File: src/rtl/sp_prog_pkg.sv
// Shared constants and types for the serial programming interface.
// Assumes a fixed word format: 4-bit headers and 24- or 32-bit words.
package sp_prog_pkg;
    localparam int SHORT_W = 24;
    localparam int LONG_W  = 32;
    localparam int HDR_W   = 4;
    localparam int NF_W    = 3;
    localparam int N1_W    = 12;
    localparam int N2_W    = 8;
    localparam int CN_W    = 8;
    localparam int N4_W    = 4;
    localparam int K_W     = 4;
    localparam int L_W     = 2;
    localparam int P_W     = 2;
    localparam int NA_W    = 12;
    localparam int NR_W    = 12;
    localparam int SEL_W   = 2;
    localparam int CNT_SAT = LONG_W + 1;
    localparam int CNT_W   = $clog2(CNT_SAT + 1);

    localparam logic [HDR_W-1:0] HDR_STAGE = 4'b1000;
    localparam logic [HDR_W-1:0] HDR_AUX   = 4'b1001;
    localparam logic [HDR_W-1:0] HDR_REF   = 4'b1010;

    typedef enum logic [2:0] {
        WK_NONE,
        WK_FREQ,
        WK_STAGE,
        WK_AUX,
        WK_REF
    } word_kind_e;

    // Fields parsed out of the shift register (valid per word kind)
    typedef struct packed {
        logic             is_long;
        logic [NF_W-1:0]  nf;
        logic [N1_W-1:0]  n1;
        logic [N2_W-1:0]  n2;
        logic [CN_W-1:0]  cn_long;
        logic [N4_W-1:0]  n234;
        logic [CN_W-1:0]  cn_stage;
        logic [K_W-1:0]   k;
        logic [L_W-1:0]   l;
        logic [P_W-1:0]   p;
        logic [NA_W-1:0]  na;
        logic [NR_W-1:0]  nr;
        logic [SEL_W-1:0] msel;
        logic             mdis;
        logic [SEL_W-1:0] asel;
        logic             adis;
        logic             fmod;
        logic             long_sel;
    } word_fields_t;

    // Working register set driven to the outputs
    typedef struct packed {
        logic [NF_W-1:0]  nf;
        logic [N1_W-1:0]  n1;
        logic [N2_W-1:0]  n2;
        logic [CN_W-1:0]  cn;
        logic [N4_W-1:0]  n234;
        logic [K_W-1:0]   k;
        logic [L_W-1:0]   l;
        logic [P_W-1:0]   p;
        logic [NA_W-1:0]  na;
        logic [NR_W-1:0]  nr;
        logic [SEL_W-1:0] msel;
        logic             mdis;
        logic [SEL_W-1:0] asel;
        logic             adis;
        logic             fmod;
        logic             long_sel;
    } work_regs_t;
endpackage

File: src/rtl/sp_bus_sync.sv
// Samples the three bus wires into the system clock domain and produces
// edge pulses. Assumes the bus is slow against clk and is held steady
// for at least two clk cycles around every transition.
module sp_bus_sync (
    input  logic clk,
    input  logic rst_n,
    input  logic bus_clk,
    input  logic bus_data,
    input  logic bus_strobe,
    output logic data_q,
    output logic sclk_rise,
    output logic strb_lvl,
    output logic strb_rise
);
    logic sclk_q, sclk_d, strb_q, strb_d;

    // Register the wires and keep one cycle of history for edge detection
    always_ff @(posedge clk) begin
        if (!rst_n) begin
            sclk_q <= 1'b0;
            sclk_d <= 1'b0;
            strb_q <= 1'b0;
            strb_d <= 1'b0;
            data_q <= 1'b0;
        end else begin
            sclk_q <= bus_clk;
            sclk_d <= sclk_q;
            strb_q <= bus_strobe;
            strb_d <= strb_q;
            data_q <= bus_data;
        end
    end

    // Edge pulses, one clk cycle wide
    always_comb begin
        sclk_rise = sclk_q & ~sclk_d;
        strb_lvl  = strb_q;
        strb_rise = strb_q & ~strb_d;
    end
endmodule

File: src/rtl/sp_shift_collect.sv
// Collects serial bits into a top-aligned shift register and counts them.
// Each new bit enters at the top, so the last bit (the word MSB) ends up
// in the highest position regardless of the word length.
module sp_shift_collect #(
    parameter int SR_W  = 32,
    parameter int CNT_W = 6,
    parameter int SAT   = 33
) (
    input  logic             clk,
    input  logic             rst_n,
    input  logic             sclk_rise,
    input  logic             data_q,
    input  logic             strb_lvl,
    input  logic             strb_rise,
    output logic [SR_W-1:0]  sr,
    output logic [CNT_W-1:0] cnt
);
    localparam logic [CNT_W-1:0] CNT_MAX = CNT_W'(SAT);

    logic shift_en;
    assign shift_en = sclk_rise & ~strb_lvl;

    // Shift right with the new bit entering at the top
    always_ff @(posedge clk) begin
        if (!rst_n) begin
            sr <= '0;
        end else if (shift_en) begin
            sr <= {data_q, sr[SR_W-1:1]};
        end
    end

    // Count bits of the current word, restart after each strobe, saturate
    always_ff @(posedge clk) begin
        if (!rst_n) begin
            cnt <= '0;
        end else if (strb_rise) begin
            cnt <= '0;
        end else if (shift_en && cnt != CNT_MAX) begin
            cnt <= cnt + 1'b1;
        end
    end

    // no counting while the strobe is high
    a_r8_cnt_idle_high: assert property (@(posedge clk) disable iff (!rst_n)
        strb_lvl |=> (cnt == '0));

    // the counter never passes its saturation limit
    a_r9_cnt_bounded: assert property (@(posedge clk) disable iff (!rst_n)
        cnt <= CNT_MAX);
endmodule

File: src/rtl/sp_word_decode.sv
// Classifies the collected word on a strobe rise and splits out its fields.
// Assumes the shift register is top-aligned: a 24-bit word occupies the
// upper 24 positions and a 32-bit word fills the register.
module sp_word_decode
    import sp_prog_pkg::*;
#(
    parameter int SR_W  = LONG_W,
    parameter int CNT_W = 6
) (
    input  logic             clk,
    input  logic             rst_n,
    input  logic [SR_W-1:0]  sr,
    input  logic [CNT_W-1:0] cnt,
    input  logic             eval,
    input  logic             long_sel,
    output word_kind_e       kind,
    output word_fields_t     fld
);
    localparam int TOP  = SR_W - 1;
    localparam int BODY = TOP - HDR_W;
    localparam logic [CNT_W-1:0] LEN_S = CNT_W'(SHORT_W);
    localparam logic [CNT_W-1:0] LEN_L = CNT_W'(LONG_W);

    logic [HDR_W-1:0] hdr;
    logic [CNT_W-1:0] freq_len;
    assign hdr      = sr[TOP -: HDR_W];
    assign freq_len = long_sel ? LEN_L : LEN_S;

    // Field extraction, positions measured down from the register top
    always_comb begin
        fld = '0;
        fld.is_long = long_sel;
        {fld.nf, fld.n1, fld.n2, fld.cn_long} = sr[TOP-1:0];
        {fld.n234, fld.cn_stage, fld.k, fld.l, fld.p} = sr[BODY -: 20];
        fld.na = sr[BODY -: NA_W];
        {fld.nr, fld.msel, fld.mdis, fld.asel, fld.adis, fld.fmod, fld.long_sel}
            = sr[BODY -: 20];
    end

    // Word kind from the header and the bit count, only on a strobe rise
    always_comb begin
        kind = WK_NONE;
        if (eval) begin
            if (!hdr[HDR_W-1]) begin
                if (cnt == freq_len) kind = WK_FREQ;
            end else if (cnt == LEN_S) begin
                case (hdr)
                    HDR_STAGE: kind = WK_STAGE;
                    HDR_AUX:   kind = WK_AUX;
                    HDR_REF:   kind = WK_REF;
                    default:   kind = WK_NONE;
                endcase
            end
        end
    end

    // a word kind is produced only when the strobe rises
    a_r10_kind_on_eval: assert property (@(posedge clk) disable iff (!rst_n)
        (kind != WK_NONE) |-> eval);
endmodule

File: src/rtl/sp_reg_bank.sv
// Working registers, the staging register for the deferred word, and
// the speed-up flag. Assumes kind is non-NONE for one cycle per word.
module sp_reg_bank
    import sp_prog_pkg::*;
(
    input  logic         clk,
    input  logic         rst_n,
    input  word_kind_e   kind,
    input  word_fields_t fld,
    input  logic         strb_lvl,
    output work_regs_t   work,
    output logic         speed_up
);
    logic [N4_W-1:0] stg_n234;
    logic [CN_W-1:0] stg_cn;
    logic [K_W-1:0]  stg_k;
    logic [L_W-1:0]  stg_l;
    logic [P_W-1:0]  stg_p;
    logic            stg_valid;

    // Hold a staging word until a frequency word commits it
    always_ff @(posedge clk) begin
        if (!rst_n) begin
            stg_n234  <= '0;
            stg_cn    <= '0;
            stg_k     <= '0;
            stg_l     <= '0;
            stg_p     <= '0;
            stg_valid <= 1'b0;
        end else if (kind == WK_STAGE) begin
            stg_n234  <= fld.n234;
            stg_cn    <= fld.cn_stage;
            stg_k     <= fld.k;
            stg_l     <= fld.l;
            stg_p     <= fld.p;
            stg_valid <= 1'b1;
        end else if (kind == WK_FREQ) begin
            stg_valid <= 1'b0;
        end
    end

    // Update the working set for the accepted word kind
    always_ff @(posedge clk) begin
        if (!rst_n) begin
            work <= '0;
        end else begin
            case (kind)
                WK_FREQ: begin
                    work.nf <= fld.nf;
                    work.n1 <= fld.n1;
                    work.n2 <= fld.n2;
                    if (stg_valid) begin
                        work.n234 <= stg_n234;
                        work.cn   <= stg_cn;
                        work.k    <= stg_k;
                        work.l    <= stg_l;
                        work.p    <= stg_p;
                    end
                    if (fld.is_long) work.cn <= fld.cn_long;
                end
                WK_AUX: work.na <= fld.na;
                WK_REF: begin
                    work.nr       <= fld.nr;
                    work.msel     <= fld.msel;
                    work.mdis     <= fld.mdis;
                    work.asel     <= fld.asel;
                    work.adis     <= fld.adis;
                    work.fmod     <= fld.fmod;
                    work.long_sel <= fld.long_sel;
                end
                default: ;
            endcase
        end
    end

    // Speed-up: set by a frequency word, held while the strobe stays high
    always_ff @(posedge clk) begin
        if (!rst_n) begin
            speed_up <= 1'b0;
        end else if (kind == WK_FREQ) begin
            speed_up <= 1'b1;
        end else if (!strb_lvl) begin
            speed_up <= 1'b0;
        end
    end

    // a staging word leaves the working gain and count fields alone
    a_r6_stage_deferred: assert property (@(posedge clk) disable iff (!rst_n)
        (kind == WK_STAGE) |=> ($stable(work.n234) && $stable(work.cn) &&
                                $stable(work.k) && $stable(work.p)));

    // speed-up only follows a cycle with the strobe high
    a_r7_speed_needs_strobe: assert property (@(posedge clk) disable iff (!rst_n)
        speed_up |-> $past(strb_lvl));

    // the auxiliary divider changes only for an auxiliary word
    a_r3_aux_only_own: assert property (@(posedge clk) disable iff (!rst_n)
        (kind != WK_AUX) |=> $stable(work.na));

    // the reference settings change only for a reference word
    a_r9_ref_only_own: assert property (@(posedge clk) disable iff (!rst_n)
        (kind != WK_REF) |=> ($stable(work.nr) && $stable(work.long_sel)));
endmodule

File: src/rtl/sp_prog_if.sv
// Top of the serial programming interface: sampler, collector, decoder
// and register bank. Assumes clk is much faster than bus_clk.
module sp_prog_if
    import sp_prog_pkg::*;
(
    input  logic              clk,
    input  logic              rst_n,
    input  logic              bus_clk,
    input  logic              bus_data,
    input  logic              bus_strobe,
    output logic [NF_W-1:0]   frac_inc,
    output logic [N1_W-1:0]   main_cnt1,
    output logic [N2_W-1:0]   main_cnt2,
    output logic [CN_W-1:0]   cur_scale,
    output logic [N4_W-1:0]   cnt_sum4,
    output logic [K_W-1:0]    int_gain,
    output logic [L_W-1:0]    prop_gain,
    output logic [P_W-1:0]    modulus_cnt,
    output logic [NA_W-1:0]   aux_div,
    output logic [NR_W-1:0]   ref_div,
    output logic [SEL_W-1:0]  main_ref_sel,
    output logic              main_off,
    output logic [SEL_W-1:0]  aux_ref_sel,
    output logic              aux_off,
    output logic              frac_mod8,
    output logic              long_word,
    output logic              speed_up
);
    logic              data_q, sclk_rise, strb_lvl, strb_rise;
    logic [LONG_W-1:0] sr;
    logic [CNT_W-1:0]  cnt;
    word_kind_e        kind;
    word_fields_t      fld;
    work_regs_t        work;

    sp_bus_sync u_sync (
        .clk(clk), .rst_n(rst_n), .bus_clk(bus_clk), .bus_data(bus_data),
        .bus_strobe(bus_strobe), .data_q(data_q), .sclk_rise(sclk_rise),
        .strb_lvl(strb_lvl), .strb_rise(strb_rise)
    );

    sp_shift_collect #(.SR_W(LONG_W), .CNT_W(CNT_W), .SAT(CNT_SAT)) u_collect (
        .clk(clk), .rst_n(rst_n), .sclk_rise(sclk_rise), .data_q(data_q),
        .strb_lvl(strb_lvl), .strb_rise(strb_rise), .sr(sr), .cnt(cnt)
    );

    sp_word_decode #(.SR_W(LONG_W), .CNT_W(CNT_W)) u_decode (
        .clk(clk), .rst_n(rst_n), .sr(sr), .cnt(cnt), .eval(strb_rise),
        .long_sel(work.long_sel), .kind(kind), .fld(fld)
    );

    sp_reg_bank u_bank (
        .clk(clk), .rst_n(rst_n), .kind(kind), .fld(fld),
        .strb_lvl(strb_lvl), .work(work), .speed_up(speed_up)
    );

    // Flatten the working set onto the output pins
    always_comb begin
        frac_inc     = work.nf;
        main_cnt1    = work.n1;
        main_cnt2    = work.n2;
        cur_scale    = work.cn;
        cnt_sum4     = work.n234;
        int_gain     = work.k;
        prop_gain    = work.l;
        modulus_cnt  = work.p;
        aux_div      = work.na;
        ref_div      = work.nr;
        main_ref_sel = work.msel;
        main_off     = work.mdis;
        aux_ref_sel  = work.asel;
        aux_off      = work.adis;
        frac_mod8    = work.fmod;
        long_word    = work.long_sel;
    end
endmodule

File: config.mk
export PLATFORM = sky130hd
export DESIGN_NAME = sp_prog_if
export DESIGN_NICKNAME = d
export VERILOG_FILES = /design/src/rtl/sp_prog_pkg.sv /design/src/rtl/sp_bus_sync.sv /design/src/rtl/sp_shift_collect.sv /design/src/rtl/sp_word_decode.sv /design/src/rtl/sp_reg_bank.sv /design/src/rtl/sp_prog_if.sv
export SDC_FILE = /design/constraint.sdc
export NUM_CORES = 1
export LEC_CHECK = 0
export BUFFER_PORTS_ARGS = -buffer_cell sky130_fd_sc_hd__buf_2
export CAP_MARGIN = 25
export CORE_MARGIN = 2
export CORE_UTILIZATION = 40
export DETAILED_ROUTE_END_ITERATION = 16
export PLACE_DENSITY = 0.68
export SETUP_SLACK_MARGIN = 0.4
export SYNTH_ARGS = -nofsm -noshare
export SYNTH_HDL_FRONTEND = slang
export SYNTH_HIERARCHICAL = 1
export SYNTH_SLANG_ARGS = --single-unit
File: constraint.sdc
create_clock -name clk -period 3.9 [get_ports clk]
set_input_delay 0.78 -clock clk [delete_from_list [all_inputs] [get_ports clk]]
set_output_delay 0.78 -clock clk [all_outputs]
set_load 0.05 [all_outputs]
==> flow_summary_export.csv <==
group,metric,value,unit
power,seqPwrFrac,44.8,%
clock_network,cts_buffer_depth,2,
grt,grt_pass1_wl,20.5,mm
detailed_routing,wirelength,12.9,mm
sta,fin_crit_sh,73.8,%
grt,grt_max_degree,98,
clock_network,clk_latency,420,ps
detailed_routing,routed_via_density,4.83,
logic_synthesis,yosys_warnings,6,
worst_setup_path,crit_path_max_fanout,14,
finish,final_layout_size_suffix_gt1_share,19.0,%
finish,final_core_util,44.1,%
sta,totalNegativeSetupSlack,0,ps
worst_setup_path,critPathKind,"flop to flop",
sta,slew_viol_final,0,
floorplanning,num_rows,45,
clock_network,cts_buffers,17,
worst_hold_path,hold_class,"flop to flop",
clock_network,clkTransAtPathRegs,60,ps
detailed_routing,dr.pass1.iters,6,
logic_synthesis,syn_area_per_cell,8.67,um^2
power,power_density,482,mW/mm^2
floorplanning,initial_core_util,40.5,%
worst_setup_path,startpoint_type,"flop",
grt,antenna_found_initial,0,
detailed_routing,vias,4287,
clock_network,ctsHoldBuffers,0,
place,placed_cell_area,0.00602,mm^2
sta,tightest_slew,997,ps
finish,final_area,0.00666,mm^2
clock_network,htree_levels,4,
sta,finalHoldViolations,0,
finish,layout_commonest_cell,"nand2_1",
worst_setup_path,worst_ep_required_time,4230,ps
power,power.internal,0.00256,W
worst_setup_path,worst_setup_path_end_kind,"flop",
power,p_switching,0.000647,W
place,routabilityCongestion,0.762,
grt,grt_overflow,0,
logic_synthesis,syn_nets,712,
sta,final.min_clock_period,2880,ps
sta,skew,10.4,ps
power,ir_worst_vdd,0.298,mV
sta,setup_viol,0,
sta,holdWs,444,ps
detailed_routing,drc,0,
clock_network,cts_tree,"built",
worst_setup_path,r2r_start,"u_sync/strb_lvl$_SDFF_PN0_",
finish,final_cell_mix,"nand2_1 (207), dfxtp_1 (140), buf_2 (79), a21boi_0 (67), nand3_1 (33)",
grt,grt_pass1_vias,4016,
sta,rsz0062_at_grt,"false",
place,port_buffers,80,
place,dpl.hpwl,8.32,mm
clock_network,clock-sinks,140,
sta,maxSlewHeadroom,33.5,%
grt,grt_util_all_layers,16.1,%
power,pwr-share-comb,2.1,%
floorplanning,die_h,128,um
power,p_sw_share,20.1,%
outcome,status,"complete, no violations",
finish,fin_nets,694,
logic_synthesis,synth.distinct_cells,44,
sta,fmax,348,MHz
job,maxCapViolCount,0,
floorplanning,fp.dieW,128,um
floorplanning,ios,81,
floorplanning,coreArea,0.0151,mm^2
finish,num_antenna_cells,0,
worst_hold_path,hp-start,"u_bank/work[36]$_SDFFE_PN0P_",
logic_synthesis,syn_area,0.00611,mm^2
power,p_leak,2.70,nW
logic_synthesis,seq_area_frac_synth,45.9,%
power,clkPwrFrac,53.1,%
detailed_routing,drtIter0Drc,283,
worst_setup_path,arrival,3210,ps
logic_synthesis,syn_inst,705,
worst_setup_path,cp-startpoint,"u_sync/strb_lvl$_SDFF_PN0_",
floorplanning,die-area,0.0163,mm^2
logic_synthesis,ys_ff_latch,140,
clock_network,root_buffer,"clkbuf_16",
place,dpl.cell_count,856,
finish,area_growth,8.90,%
detailed_routing,antenna_left,0,
detailed_routing,routedWlPerCell,14.6,um
finish,final_cells,888,
-- logic make-up (layout without fill, tap and decap cells) --
kind of cell | count (synthesis) | count (layout) | synth area share, %
adders and majority gates | 2 | 2 | 0.409
AOI/OAI and AO/OA | 119 | 119 | 14.7
buffers and inverters | 130 | 125 | 13.5
muxes | 21 | 21 | 3.44
DFF | 140 | 140 | 45.9
and+or+nand+nor | 293 | 293 | 22.0
-- synthesized netlist by cell type, drive strengths merged --
master,instances,share of area (%)
nand2,207,13
dfxtp,140,46
buf,106,12
a21boi,96,12
nand3,33,2.7
mux2i,21,3.4
clkbuf,20,1.2
nor2b,17,1.7
o211a,9,1.5
and2,6,0.61
a21oi,5,0.41
inv,4,0.25
nand3b,4,0.49
o21ai,4,0.33
nand2b,3,0.31
nor3b,3,0.45
or3,3,0.31
or3b,3,0.43
a211oi,2,0.33
and4bb,2,0.41
ha,2,0.41
nor3,2,0.35
a311o,1,0.18
a31oi,1,0.10
and2b,1,0.14
and3,1,0.12
and3b,1,0.14
nand4b,1,0.14
nand4bb,1,0.18
nor2,1,0.061
nor4b,1,0.25
nor4bb,1,0.16
o22ai,1,0.10
or2,1,0.10
or4b,1,0.23
-- path summary, 6_finish.rpt --
path / endpoint / slack (ps) / cells after the start
setup / recovery: u_bank/work[52]$_SDFFE_PN0N_ / 1020 / 9
hold / removal: u_bank/work[36]$_SDFFE_PN0P_ / 440 / 2
setup reg to reg: u_bank/work[52]$_SDFFE_PN0N_ / 1020 / 9
hold reg to reg: u_bank/work[36]$_SDFFE_PN0P_ / 440 / 2
-- worst max-delay path, cell delays in order, from the launching register on --
cell and delay, ps:
dfxtp_1 420, nor2b_1 290, and4bb_1 250, a31oi_1 100, nor3_2 490, nor3b_4 510
buf_4 250, buf_4 230, nand2_1 80, a21boi_0 180
-- sequential cells by signal, summed over array words and instances, names as in the netlist --
name              count
u_bank/speed_up       1
u_bank/stg_cn         8
u_bank/stg_k          4
u_bank/stg_l          2
u_bank/stg_n234       4
u_bank/stg_p          2
u_bank/stg_valid      1
u_bank/work          75
u_collect/cnt         6
u_collect/sr         32
u_sync/data_q         1
u_sync/sclk_d         1
u_sync/sclk_q         1
u_sync/strb_d         1
u_sync/strb_lvl       1
-- layer usage --
layer / track usage, % / share of wire (%)
met1: 21.0 / 48
met2: 25.6 / 47
met3: 4.31 / 4.0
met4: 6.01 / 1.1
met5: 0 / 0
-- stage by stage --
step | power (W) | setup slack (ps)
after floorplan | 0.00152 | 1470
after global placement | 0.00154 | 886
after detailed placement | 0.00154 | 793
after CTS | 0.00325 | 725
after global routing | 0.00332 | 698
final | 0.00321 | 1020
-- timing repair --
item | in CTS | in global routing
setup buffers | 0 | 0
resized for setup | 0 | 1
setup endpoints to repair | 0 | 19
-- final cells by class --
class,count,area (um^2)
clock buffer,21,460
clock inverter,11,166
fill,1514,8430
inverter,4,15.0
multi-input combinational,435,2510
sequential,140,2800
tap,188,235
timing repair buffer,89,470
-- power by group through the flow --
stage | Sequential, W | Combinational (W) | Clock [W]
global route | 0.00144 | 0.0000736 | 0.00180
CTS | 0.00144 | 0.0000671 | 0.00174
global placement | 0.00147 | 0.0000679 | 0
finish | 0.00144 | 0.0000676 | 0.00170
detailed placement | 0.00147 | 0.0000674 | 0
floorplan | 0.00147 | 0.0000530 | 0
Note: power is estimated with default switching activity, not from simulation.
